### src/rtl/asram_pkg.sv
package asram_pkg;

  typedef enum logic [2:0] {
    ST_IDLE  = 3'd0,
    ST_READ  = 3'd1,
    ST_TURN  = 3'd2,
    ST_WRITE = 3'd3,
    ST_WHOLD = 3'd4
  } seq_state_t;

  // whole cycles covering t_ns, at least one
  function automatic int unsigned cycles_for(input int unsigned t_ns,
                                             input int unsigned clk_ns);
    int unsigned c;
    c = (t_ns + clk_ns - 1) / clk_ns;
    if (c < 1) c = 1;
    return c;
  endfunction

  function automatic int unsigned umax(input int unsigned a, input int unsigned b);
    return (a > b) ? a : b;
  endfunction

endpackage

### src/rtl/asram_cnt.sv
module asram_cnt #(
  parameter int unsigned CNT_W = 3
) (
  input  logic             clk,
  input  logic             rst_n,
  input  logic             load,
  input  logic [CNT_W-1:0] load_val,
  output logic             zero
);

  logic [CNT_W-1:0] cnt_q;
  logic [CNT_W-1:0] cnt_d;
  logic             cnt_en;

  always_comb begin
    cnt_en = load || (cnt_q != '0);
    cnt_d  = load ? load_val : (cnt_q - 1'b1);
  end

  always_ff @(posedge clk or negedge rst_n) begin
    if (!rst_n) begin
      cnt_q <= '0;
    end else if (cnt_en) begin
      cnt_q <= cnt_d;
    end
  end

  assign zero = (cnt_q == '0);

endmodule

### src/rtl/asram_seq.sv
module asram_seq
  import asram_pkg::*;
#(
  parameter int unsigned CNT_W  = 3,
  parameter int unsigned RD_CYC = 2,
  parameter int unsigned WR_CYC = 2,
  parameter int unsigned TA_CYC = 1
) (
  input  logic             clk,
  input  logic             rst_n,
  input  logic             req_valid,
  input  logic             req_write,
  input  logic             cnt_zero,
  output logic             req_ready,
  output logic             accept,
  output logic             capture,
  output logic             cnt_load,
  output logic [CNT_W-1:0] cnt_val,
  output logic             cs_n,
  output logic             oe_n,
  output logic             we_n,
  output logic             dq_oe,
  output logic             rsp_valid
);

  seq_state_t state_q, state_d;
  logic cs_d, oe_d, we_d, dq_oe_d;

  assign req_ready = (state_q == ST_IDLE);

  always_comb begin
    state_d  = state_q;
    cs_d     = cs_n;
    oe_d     = oe_n;
    we_d     = we_n;
    dq_oe_d  = dq_oe;
    accept   = 1'b0;
    capture  = 1'b0;
    cnt_load = 1'b0;
    cnt_val  = '0;
    case (state_q)
      ST_IDLE: begin
        if (req_valid) begin
          accept   = 1'b1;
          cnt_load = 1'b1;
          cs_d     = 1'b0;
          if (req_write) begin
            state_d = ST_WRITE;
            cnt_val = CNT_W'(WR_CYC - 1);
            we_d    = 1'b0;
            dq_oe_d = 1'b1;
          end else begin
            state_d = ST_READ;
            cnt_val = CNT_W'(RD_CYC - 1);
            oe_d    = 1'b0;
          end
        end
      end
      ST_READ: begin
        if (cnt_zero) begin
          capture  = 1'b1;
          cs_d     = 1'b1;
          oe_d     = 1'b1;
          cnt_load = 1'b1;
          cnt_val  = CNT_W'(TA_CYC - 1);
          state_d  = ST_TURN;
        end
      end
      ST_TURN: begin
        if (cnt_zero) state_d = ST_IDLE;
      end
      ST_WRITE: begin
        if (cnt_zero) begin
          cs_d    = 1'b1;
          we_d    = 1'b1;
          state_d = ST_WHOLD;
        end
      end
      ST_WHOLD: begin
        dq_oe_d = 1'b0;
        state_d = ST_IDLE;
      end
      default: begin
        cs_d    = 1'b1;
        oe_d    = 1'b1;
        we_d    = 1'b1;
        dq_oe_d = 1'b0;
        state_d = ST_IDLE;
      end
    endcase
  end

  always_ff @(posedge clk or negedge rst_n) begin
    if (!rst_n) begin
      state_q   <= ST_IDLE;
      cs_n      <= 1'b1;
      oe_n      <= 1'b1;
      we_n      <= 1'b1;
      dq_oe     <= 1'b0;
      rsp_valid <= 1'b0;
    end else begin
      state_q   <= state_d;
      cs_n      <= cs_d;
      oe_n      <= oe_d;
      we_n      <= we_d;
      dq_oe     <= dq_oe_d;
      rsp_valid <= capture;
    end
  end

endmodule

### src/rtl/asram_io.sv
module asram_io #(
  parameter int unsigned ADDR_W = 17,
  parameter int unsigned DATA_W = 8
) (
  input  logic              clk,
  input  logic              rst_n,
  input  logic              accept,
  input  logic              capture,
  input  logic [ADDR_W-1:0] req_addr,
  input  logic [DATA_W-1:0] req_wdata,
  input  logic [DATA_W-1:0] mem_dq_in,
  output logic [ADDR_W-1:0] mem_addr,
  output logic [DATA_W-1:0] mem_dq_out,
  output logic [DATA_W-1:0] rsp_rdata
);

  always_ff @(posedge clk or negedge rst_n) begin
    if (!rst_n) begin
      mem_addr   <= '0;
      mem_dq_out <= '0;
    end else if (accept) begin
      mem_addr   <= req_addr;
      mem_dq_out <= req_wdata;
    end
  end

  always_ff @(posedge clk or negedge rst_n) begin
    if (!rst_n) begin
      rsp_rdata <= '0;
    end else if (capture) begin
      rsp_rdata <= mem_dq_in;
    end
  end

endmodule

### src/rtl/asram_ctrl.sv
module asram_ctrl
  import asram_pkg::*;
#(
  parameter int unsigned ADDR_W  = 17,
  parameter int unsigned DATA_W  = 8,
  parameter int unsigned CLK_NS  = 10,
  parameter int unsigned T_RC_NS = 20,
  parameter int unsigned T_AA_NS = 20,
  parameter int unsigned T_OE_NS = 8,
  parameter int unsigned T_WC_NS = 20,
  parameter int unsigned T_WP_NS = 15,
  parameter int unsigned T_CW_NS = 15,
  parameter int unsigned T_DW_NS = 10,
  parameter int unsigned T_HZ_NS = 8
) (
  input  logic              clk,
  input  logic              rst_n,
  input  logic              req_valid,
  output logic              req_ready,
  input  logic              req_write,
  input  logic [ADDR_W-1:0] req_addr,
  input  logic [DATA_W-1:0] req_wdata,
  output logic              rsp_valid,
  output logic [DATA_W-1:0] rsp_rdata,
  output logic [ADDR_W-1:0] mem_addr,
  output logic              mem_cs_n,
  output logic              mem_oe_n,
  output logic              mem_we_n,
  output logic [DATA_W-1:0] mem_dq_out,
  output logic              mem_dq_oe,
  input  logic [DATA_W-1:0] mem_dq_in
);

  localparam int unsigned RD_CYC = umax(umax(cycles_for(T_RC_NS, CLK_NS),
                                             cycles_for(T_AA_NS, CLK_NS)),
                                        cycles_for(T_OE_NS, CLK_NS));
  localparam int unsigned WR_CYC = umax(umax(cycles_for(T_WP_NS, CLK_NS),
                                             cycles_for(T_CW_NS, CLK_NS)),
                                        umax(cycles_for(T_DW_NS, CLK_NS),
                                             cycles_for(T_WC_NS, CLK_NS)));
  localparam int unsigned TA_CYC  = cycles_for(T_HZ_NS, CLK_NS);
  localparam int unsigned CNT_MAX = umax(umax(RD_CYC, WR_CYC), TA_CYC);
  localparam int unsigned CNT_W   = $clog2(CNT_MAX + 1);

  // reset: asserted at once, released on a clock edge
  logic [1:0] rst_pipe;
  logic       rst_int_n;

  always_ff @(posedge clk or negedge rst_n) begin
    if (!rst_n) begin
      rst_pipe <= 2'b00;
    end else begin
      rst_pipe <= {rst_pipe[0], 1'b1};
    end
  end
  assign rst_int_n = rst_pipe[1];

  logic             accept, capture, cnt_load, cnt_zero;
  logic [CNT_W-1:0] cnt_val;

  asram_cnt #(.CNT_W(CNT_W)) u_cnt (
    .clk      (clk),
    .rst_n    (rst_int_n),
    .load     (cnt_load),
    .load_val (cnt_val),
    .zero     (cnt_zero)
  );

  asram_seq #(
    .CNT_W  (CNT_W),
    .RD_CYC (RD_CYC),
    .WR_CYC (WR_CYC),
    .TA_CYC (TA_CYC)
  ) u_seq (
    .clk       (clk),
    .rst_n     (rst_int_n),
    .req_valid (req_valid),
    .req_write (req_write),
    .cnt_zero  (cnt_zero),
    .req_ready (req_ready),
    .accept    (accept),
    .capture   (capture),
    .cnt_load  (cnt_load),
    .cnt_val   (cnt_val),
    .cs_n      (mem_cs_n),
    .oe_n      (mem_oe_n),
    .we_n      (mem_we_n),
    .dq_oe     (mem_dq_oe),
    .rsp_valid (rsp_valid)
  );

  asram_io #(.ADDR_W(ADDR_W), .DATA_W(DATA_W)) u_io (
    .clk        (clk),
    .rst_n      (rst_int_n),
    .accept     (accept),
    .capture    (capture),
    .req_addr   (req_addr),
    .req_wdata  (req_wdata),
    .mem_dq_in  (mem_dq_in),
    .mem_addr   (mem_addr),
    .mem_dq_out (mem_dq_out),
    .rsp_rdata  (rsp_rdata)
  );

endmodule

### config.mk
export PLATFORM = sky130hd
export DESIGN_NAME = asram_ctrl
export DESIGN_NICKNAME = d
export VERILOG_FILES = /design/src/rtl/asram_pkg.sv /design/src/rtl/asram_cnt.sv /design/src/rtl/asram_seq.sv /design/src/rtl/asram_io.sv /design/src/rtl/asram_ctrl.sv
export SDC_FILE = /design/constraint.sdc
export NUM_CORES = 1
export LEC_CHECK = 0
export CAP_MARGIN = 10
export CORE_MARGIN = 8
export CORE_UTILIZATION = 38
export DETAILED_ROUTE_END_ITERATION = 12
export PLACE_DENSITY_LB_ADDON = 0.25
export SYNTH_ARGS = -nofsm -noshare
export SYNTH_HDL_FRONTEND = slang
export SYNTH_SLANG_ARGS = --single-unit
### constraint.sdc
create_clock -name clk -period 1.3 [get_ports clk]
set_input_delay 0.13 -clock clk [delete_from_list [all_inputs] [get_ports clk]]
set_output_delay 0.13 -clock clk [all_outputs]
set_load 0.01 [all_outputs]
==> run summary, run 1 <==
- complete, but fails checks — status
- 45 — FF+latch count, synth
- register — Startpoint Class
- 2 — level count of the clock H-tree
- 115% — crit share post-route
- 1352 — DR vias
- 2430 nW/µm² — Power Density
- 0.00958 ns — final worst clock skew
- -0.192 ns — Final WS setup
- sky130_fd_sc_hd__dfrtp_1 — most used flip-flop cell after synthesis
- sky130_fd_sc_hd__dfrtp_1, sky130_fd_sc_hd__mux2_2, sky130_fd_sc_hd__dfstp_2 — leading post-synthesis cells by cell area
- 1.41 nW — leakage
- 62.4% — sequential area share after synthesis
- 1.68 ns — data arrival at the endpoint of the critical path
- done — CTS tree
- 4.93 — via-per-instance ratio
- 1.49 ns — required time at the endpoint of the critical path
- 18.6 µm — final routed wire length divided by cell count
- 124 — Post-Syn Instances
- 45 — clock sink count
- 3040 µm² — summed area of non-filler cells in the final layout
- 25 — count of standard-cell rows
- 14.6 µm² — mean instance size in the synthesized netlist
- 13.2% — global-route usage over all layers
- 0 — count of flip-flops with a built-in enable after synthesis
- 1060 µV — IR drop worst, VDD
- 2 — maximum buffer depth of the clock tree
- 35.5% — share of layout cells above drive strength 1
- register to asynchronous set/reset pin — type of the worst min-delay path
- 0 — max_cap viols
- 38.8% — initial core utilization
- 76 — top-level I/O count
- 3330 µm — post-DP HPWL
- 5110 µm — wire length reported by the detailed router
- 2730 µm² — placed standard-cell area
- 0 — number of antenna violations at the first check in global routing
- 0 — ANT cells
- 0 — count of final max-slew check failures
- 0 — final global-route overflow total
- 1.49 ns — post-layout minimum cycle time
- 0.30 ns — insertion delay of the later-clocked pin in the worst-skew pair
- 7230 µm² — die footprint
- 35 — total of endpoints with negative setup slack in the final report
- 44 — largest net degree at the start of global routing
- negative setup slack — violated checks
- 58.1% — top-area cell type share of the netlist area
- register — sort of element at the end of the critical path
- 7510 µm — first-pass GRT wire length
- true — setup repair after global routing missed its margin
- 0.235 ns — Hold WS
- 4 — Detailed Routing Iterations Pass 1
- 257 — Layout Nets
- 1478 — vias in the first global route
- 0 — Post-DRT Antenna Nets
- 100% — async set or reset register ratio after synthesis
- 28 — count of unique library cells instantiated by Yosys
- 85 µm — x dimension of the die
- 65.3% — share of the core filled with cells
- 162 — post-synth net total
- 0.746 — gp weighted congestion
- 68.1% — Area Growth Syn to Fin
- register to register — CP Class
- sky130_fd_sc_hd__clkbuf_8 — Root Driver
- sky130_fd_sc_hd__dfrtp_1 — area leader, netlist
- 5 — number of buffers created by CTS
- 670 MHz — maximum operating frequency
- 85 µm — height of the chip
- 7 — maximum fanout along the worst path
- 67 — Detailed Route Iter0 Violations
- 75 — IO Port Bufs
- 0.00739 W — sum of internal, switching and leakage power
- 0.09 ns — Worst-path clk slew
- 1810 µm² — summed instance area of the synthesized netlist
- 0 — count of synthesis-stage warnings from yosys
- 0 — Hold Violations, Final
- 0 — number of design rule violations left after detail routing
- 4660 µm² — Core Region
## placed cells by master, fill, tap and decap left out, types with 4 or more instances in the layout
master / n
sky130_fd_sc_hd__dfrtp_1: 38
sky130_fd_sc_hd__dlygate4sd2_1: 37
sky130_fd_sc_hd__clkdlybuf4s50_1: 36
sky130_fd_sc_hd__mux2_4: 33
sky130_fd_sc_hd__buf_4: 8
sky130_fd_sc_hd__buf_6: 6
sky130_fd_sc_hd__clkbuf_8: 5
sky130_fd_sc_hd__nor2_1: 4
sky130_fd_sc_hd__dfrtp_2: 4
## registers in the layout, indices dropped and copies added, names as in the netlist, 2 cells and up
name	cells
u_io.mem_addr	17
u_cnt.cnt_q	2
u_io.mem_dq_out	8
rst_pipe	2
u_io.rsp_rdata	8
u_seq.state_q	3
## worst max-delay path, cell delays in order, from the launching register on
cell	delay [ns]
sky130_fd_sc_hd__dfrtp_2	0.44
sky130_fd_sc_hd__nor4b_4	0.29
sky130_fd_sc_hd__buf_6	0.18
sky130_fd_sc_hd__clkbuf_16	0.17
sky130_fd_sc_hd__mux2_4	0.30
## metrics by stage
step / worst slack (ns) / std cells / TNS, ns
final: -0.192 / 274 / -5.43
after global routing: -0.239 / 274 / -7.02
after CTS: -0.223 / 267 / -6.23
after detailed placement: -0.325 / 258 / -9.16
after global placement: -0.260 / 258 / -7.28
after floorplan: -0.136 / 124 / -2.86
## per-layer routing
metal  part of all wire (%)  up-vias  GRT usage, %
met1                     41      688          14.3
li1                       -      614             -
met2                     52       43          22.7
met3                    6.2        7          5.50
met4                    1.3        0          4.37
met5                      0        -             0
## worst paths after layout
check | from | end | slack, ns | depth (start not counted)
setup / recovery | u_seq.state_q[1] | u_io.mem_dq_out[6] | -0.19 | 4
hold / removal | rst_pipe[1] | u_io.mem_addr[16] | 0.24 | 1
setup reg to reg | u_seq.state_q[1] | u_io.mem_dq_out[6] | -0.19 | 4
hold reg to reg | rst_pipe[1] | u_io.mem_addr[16] | 0.24 | 1
max in group asynchronous | rst_n | rst_pipe[1] | 0.65 | 2
min in group clk | rst_pipe[0] | rst_pipe[1] | 0.36 | 0
## cell usage after synthesis (all sizes together), types with 2 or more instances
cell,count
dfrtp,42
mux2,34
inv,5
nor3,5
buf,4
nor2,4
clkbuf,3
dfstp,3
nand2,3
nand2b,3
a21oi,2
a31oi,2
nor3b,2
o21ai,2
## logic make-up after synthesis
| family | synth area share, % |
|---|---|
| muxes | 21.2 |
| other | 0.207 |
| and+or+nand+nor | 8.09 |
| AOI/OAI and AO/OA | 3.46 |
| DFF | 62.4 |
| buffers and inverters | 3.94 |
| adders and majority gates | 0.691 |
## where the power goes
part / switching, W / internal, W / total, W / leakage [nW]
Clock: 0.000494 / 0.000575 / 0.00107 / 0.0543
Sequential: 0.000403 / 0.00211 / 0.00252 / 0.527
Combinational: 0.00152 / 0.00229 / 0.00381 / 0.825
Total: 0.00242 / 0.00497 / 0.00739 / 1.41
## layout make-up
type	count	area, µm²
clock buffers	5	68.8
clock inverters	3	46.3
fillers	372	1620
inverters	5	18.8
multi-input cells	67	758
flip-flops and latches	45	1130
well taps	54	67.6
repair buffers	95	947
## what timing repair did
action | in CTS | in global routing
buffers inserted | 0 | 4
pin swaps | 0 | 3
hold endpoints to repair | 2 | 0
resized for setup | 53 | 31
cloned | 0 | 3
hold buffers | 1 | 0
setup endpoints to repair | 74 | 40
(Power assumes the default switching activity.)
==> run 2: changes to the inputs <==
--- a/config.mk
+++ b/config.mk
@@ -9,7 +9,9 @@
 export CORE_MARGIN = 8
 export CORE_UTILIZATION = 38
 export DETAILED_ROUTE_END_ITERATION = 12
+export GPL_TIMING_DRIVEN = 0
 export PLACE_DENSITY_LB_ADDON = 0.25
 export SYNTH_ARGS = -nofsm -noshare
 export SYNTH_HDL_FRONTEND = slang
 export SYNTH_SLANG_ARGS = --single-unit
+export TNS_END_PERCENT = 5
==> run 2 against run 1 <==
Against the previous run: first-iteration DRC count fell by 9.0%; sequential power barely moved; the flow still finishes with violations (negative setup slack); routed wire length fell by 8.1%; clock power fell by 20%; via count fell by 3.0%; clock skew fell by 0.0042 ns; fmax fell by 1.9%; largest cell class unchanged.
==> run summary, run 2 (synthesis gave the netlist of run 1 again) <==
- complete, but fails checks — status
- negative setup slack — violated checks
- 2930 µm² — summed area of non-filler cells in the final layout, -3.7%
- -0.22 ns — setup slack of the worst register-to-register path, -0.03 ns
- 1.71 ns — data arrival at the endpoint of the critical path, +0.03 ns
- 368 — Fillers, -1.1%
- sky130_fd_sc_hd__dfrtp_1, sky130_fd_sc_hd__dlygate4sd2_1, sky130_fd_sc_hd__clkdlybuf4s50_1 — most used cells in the layout excluding fill and tap cells
- 85 µm — height of the chip, unchanged
- 3350 µm — post-DP HPWL, +0.56%
- u_io.mem_addr — largest register by flop count
- 1170 µV — IR drop worst, VDD, +9.7%
- 1.49 ns — required time at the endpoint of the critical path, about the same
- 723 µm² — area used by multi-input combinational logic, -4.6%
- 17.3 µm — final routed wire length divided by cell count, -7.1%
- 0 — count of final max-slew check failures, unchanged
- 7230 µm² — die footprint, unchanged
- 1.32 nW — leakage, -5.8%
- 0 — Worst Hold Depth
- 0 — Post-DRT Antenna Nets, unchanged
- sky130_fd_sc_hd__clkbuf_8 — Root Driver
- 61 — Detailed Route Iter0 Violations, -9.0%
- 1456 — vias in the first global route, -1.5%
- 0.362 ns — Hold WS, +0.127 ns
- 0.00233 W — total net switching power, -3.8%
- 0 — number of antenna violations at the first check in global routing, unchanged
- 0.09 ns — Worst-path clk slew, about the same
- 0.00539 ns — final worst clock skew, -0.00419 ns
- 13.0% — global-route usage over all layers, -0.23 points
- register to register — type of the worst min-delay path
- 1130 µm² — Reg area, -0.11%
- register to register — CP Class
- true — setup repair after global routing missed its margin
- register — Startpoint Class
- 75 — IO Port Bufs, unchanged
- u_io.mem_addr (17), u_io.mem_dq_out (8), u_io.rsp_rdata (8) — leading registers by flop count
- 12.3% — fraction of power consumed by the clock network, -2.2 points
- 34 — total of endpoints with negative setup slack in the final report, -2.9%
- 76 — top-level I/O count, unchanged
- 7430 µm — first-pass GRT wire length, -1.0%
- register — sort of element at the end of the critical path
- 4690 µm — wire length reported by the detailed router, -8.1%
- 0.732 — gp weighted congestion, -1.9%
- sky130_fd_sc_hd__dfrtp_1 — most common library cell in the layout ignoring fill and taps
- 38.8% — initial core utilization, unchanged
- u_cnt.cnt_q[1] — start of the worst register-to-register path
- 17 — max FFs per register, unchanged
- 0 — ANT cells, unchanged
- 0.30 ns — insertion delay of the later-clocked pin in the worst-skew pair, about the same
- 254 — Layout Nets, -1.2%
- 1312 — DR vias, -3.0%
- 37.8% — Max transition margin
- 0.932 ns — measured slew at the worst slew-check pin
- 0 — Hold Violations, Final, unchanged
- 6 — worst reg2reg path depth, +2
- 44 — largest net degree at the start of global routing, unchanged
- 4.84 — via-per-instance ratio, -1.9%
- 271 — non-filler cells, final, -1.1%
- -0.221 ns — Final WS setup, -0.0294 ns
- 0.00696 W — sum of internal, switching and leakage power, -5.8%
- 62.0% — Area Growth Syn to Fin
- 33.4% — Switching Share, +0.70 points
- 0 — number of design rule violations left after detail routing, unchanged
- 36.0% — fraction of power consumed by sequential logic, +2.0 points
- 0 — max_cap viols, unchanged
- 34.6% — share of layout cells above drive strength 1, -0.89 points
- 5 — number of buffers created by CTS, unchanged
- done — CTS tree
- 4 — Detailed Routing Iterations Pass 1, unchanged
- rst_pipe[1] — worst min-delay path endpoint
- 51.7% — part of the power in combinational logic, +0.2 points
- 117% — crit share post-route, +2.3 points
- 85 µm — x dimension of the die, unchanged
- 45 — clock sink count, unchanged
- 657 MHz — maximum operating frequency, -1.9%
- 2 — maximum buffer depth of the clock tree, unchanged
- 25 — count of standard-cell rows, unchanged
- 2380 nW/µm² — Power Density, -2.2%
- u_io.rsp_rdata[4] — endpoint of the worst-slack reg-to-reg timing path
- 4 — maximum fanout along the worst path, -3
- 2 — level count of the clock H-tree, unchanged
- 0.00464 W — P_int, -6.8%
- 4660 µm² — Core Region, unchanged
- 253 — placed instance count, -1.9%
- 0 — final global-route overflow total, unchanged
- rst_pipe[0] — Min-Delay Startpoint
- 2660 µm² — placed standard-cell area, -2.7%
- 1.52 ns — post-layout minimum cycle time, +0.0294 ns
[run 2: power groups by stage]
stage                     Clock (W)  Combinational [W]  Sequential, W
after detailed placement          0            0.00341        0.00255
after floorplan                   0            0.00146        0.00279
after global routing       0.000938            0.00388        0.00262
final                      0.000854            0.00360        0.00251
after CTS                  0.000891            0.00326        0.00251
after global placement            0            0.00332        0.00249
[run 2: cell type report]
type	count	share of cell area (%)
multi-input combinational	67	24.7
inverter	5	0.640
clock inverter	2	0.512
tap	54	2.31
buffer	7	2.73
timing repair buffer	85	28.0
sequential	45	38.7
clock buffer	6	2.48
[run 2: through the flow]
step	util, %	setup TNS, ns	worst slack [ns]
after floorplan	-	-4.54	-0.142
after global placement	56.9	-29.34	-0.441
after detailed placement	57.0	-12.46	-0.426
after CTS	60.0	-7.53	-0.238
after global routing	62.9	-7.57	-0.269
final	62.9	-5.80	-0.221
[run 2: how the worst max path moves through the flow]
| stage | from | end | slack (ns) | cells past startpoint |
|---|---|---|---|---|
| 4_1_cts | u_cnt.cnt_q[0] | u_io.rsp_rdata[0] | -0.24 | 6 |
| 3_3_place_gp | rst_pipe[1] | u_seq.dq_oe | -0.44 | 0 |
| 6_report | u_cnt.cnt_q[1] | u_io.rsp_rdata[4] | -0.22 | 6 |
| 3_5_place_dp | req_valid | u_io.mem_dq_out[4] | -0.43 | 5 |
| 2_1_floorplan | u_cnt.cnt_q[0] | u_io.rsp_rdata[0] | -0.14 | 5 |
| 5_1_grt | u_cnt.cnt_q[1] | u_io.rsp_rdata[4] | -0.27 | 6 |
[run 2: what timing repair did]
action,CTS,global route
cloned,0,1
hold buffers,1,0
pin swaps,1,5
setup endpoints to repair,79,43
endpoints found under the hold margin,2,0
gates resized for setup,55,27
setup buffers,3,5
[run 2: metal layers]
layer / part of all wire, % / GRT usage (%)
met1: 41 / 14.3
met2: 52 / 22.4
met3: 5.6 / 4.83
met4: 1.3 / 4.37
met5: 0 / 0
[run 2: worst max-delay path: stages, from the launching register on]
cell and delay, ns:
sky130_fd_sc_hd__dfrtp_1 0.40, sky130_fd_sc_hd__inv_2 0.08, sky130_fd_sc_hd__ha_4 0.14, sky130_fd_sc_hd__nand2_4 0.05
sky130_fd_sc_hd__nor3_4 0.23, sky130_fd_sc_hd__clkbuf_16 0.21, sky130_fd_sc_hd__mux2_4 0.29
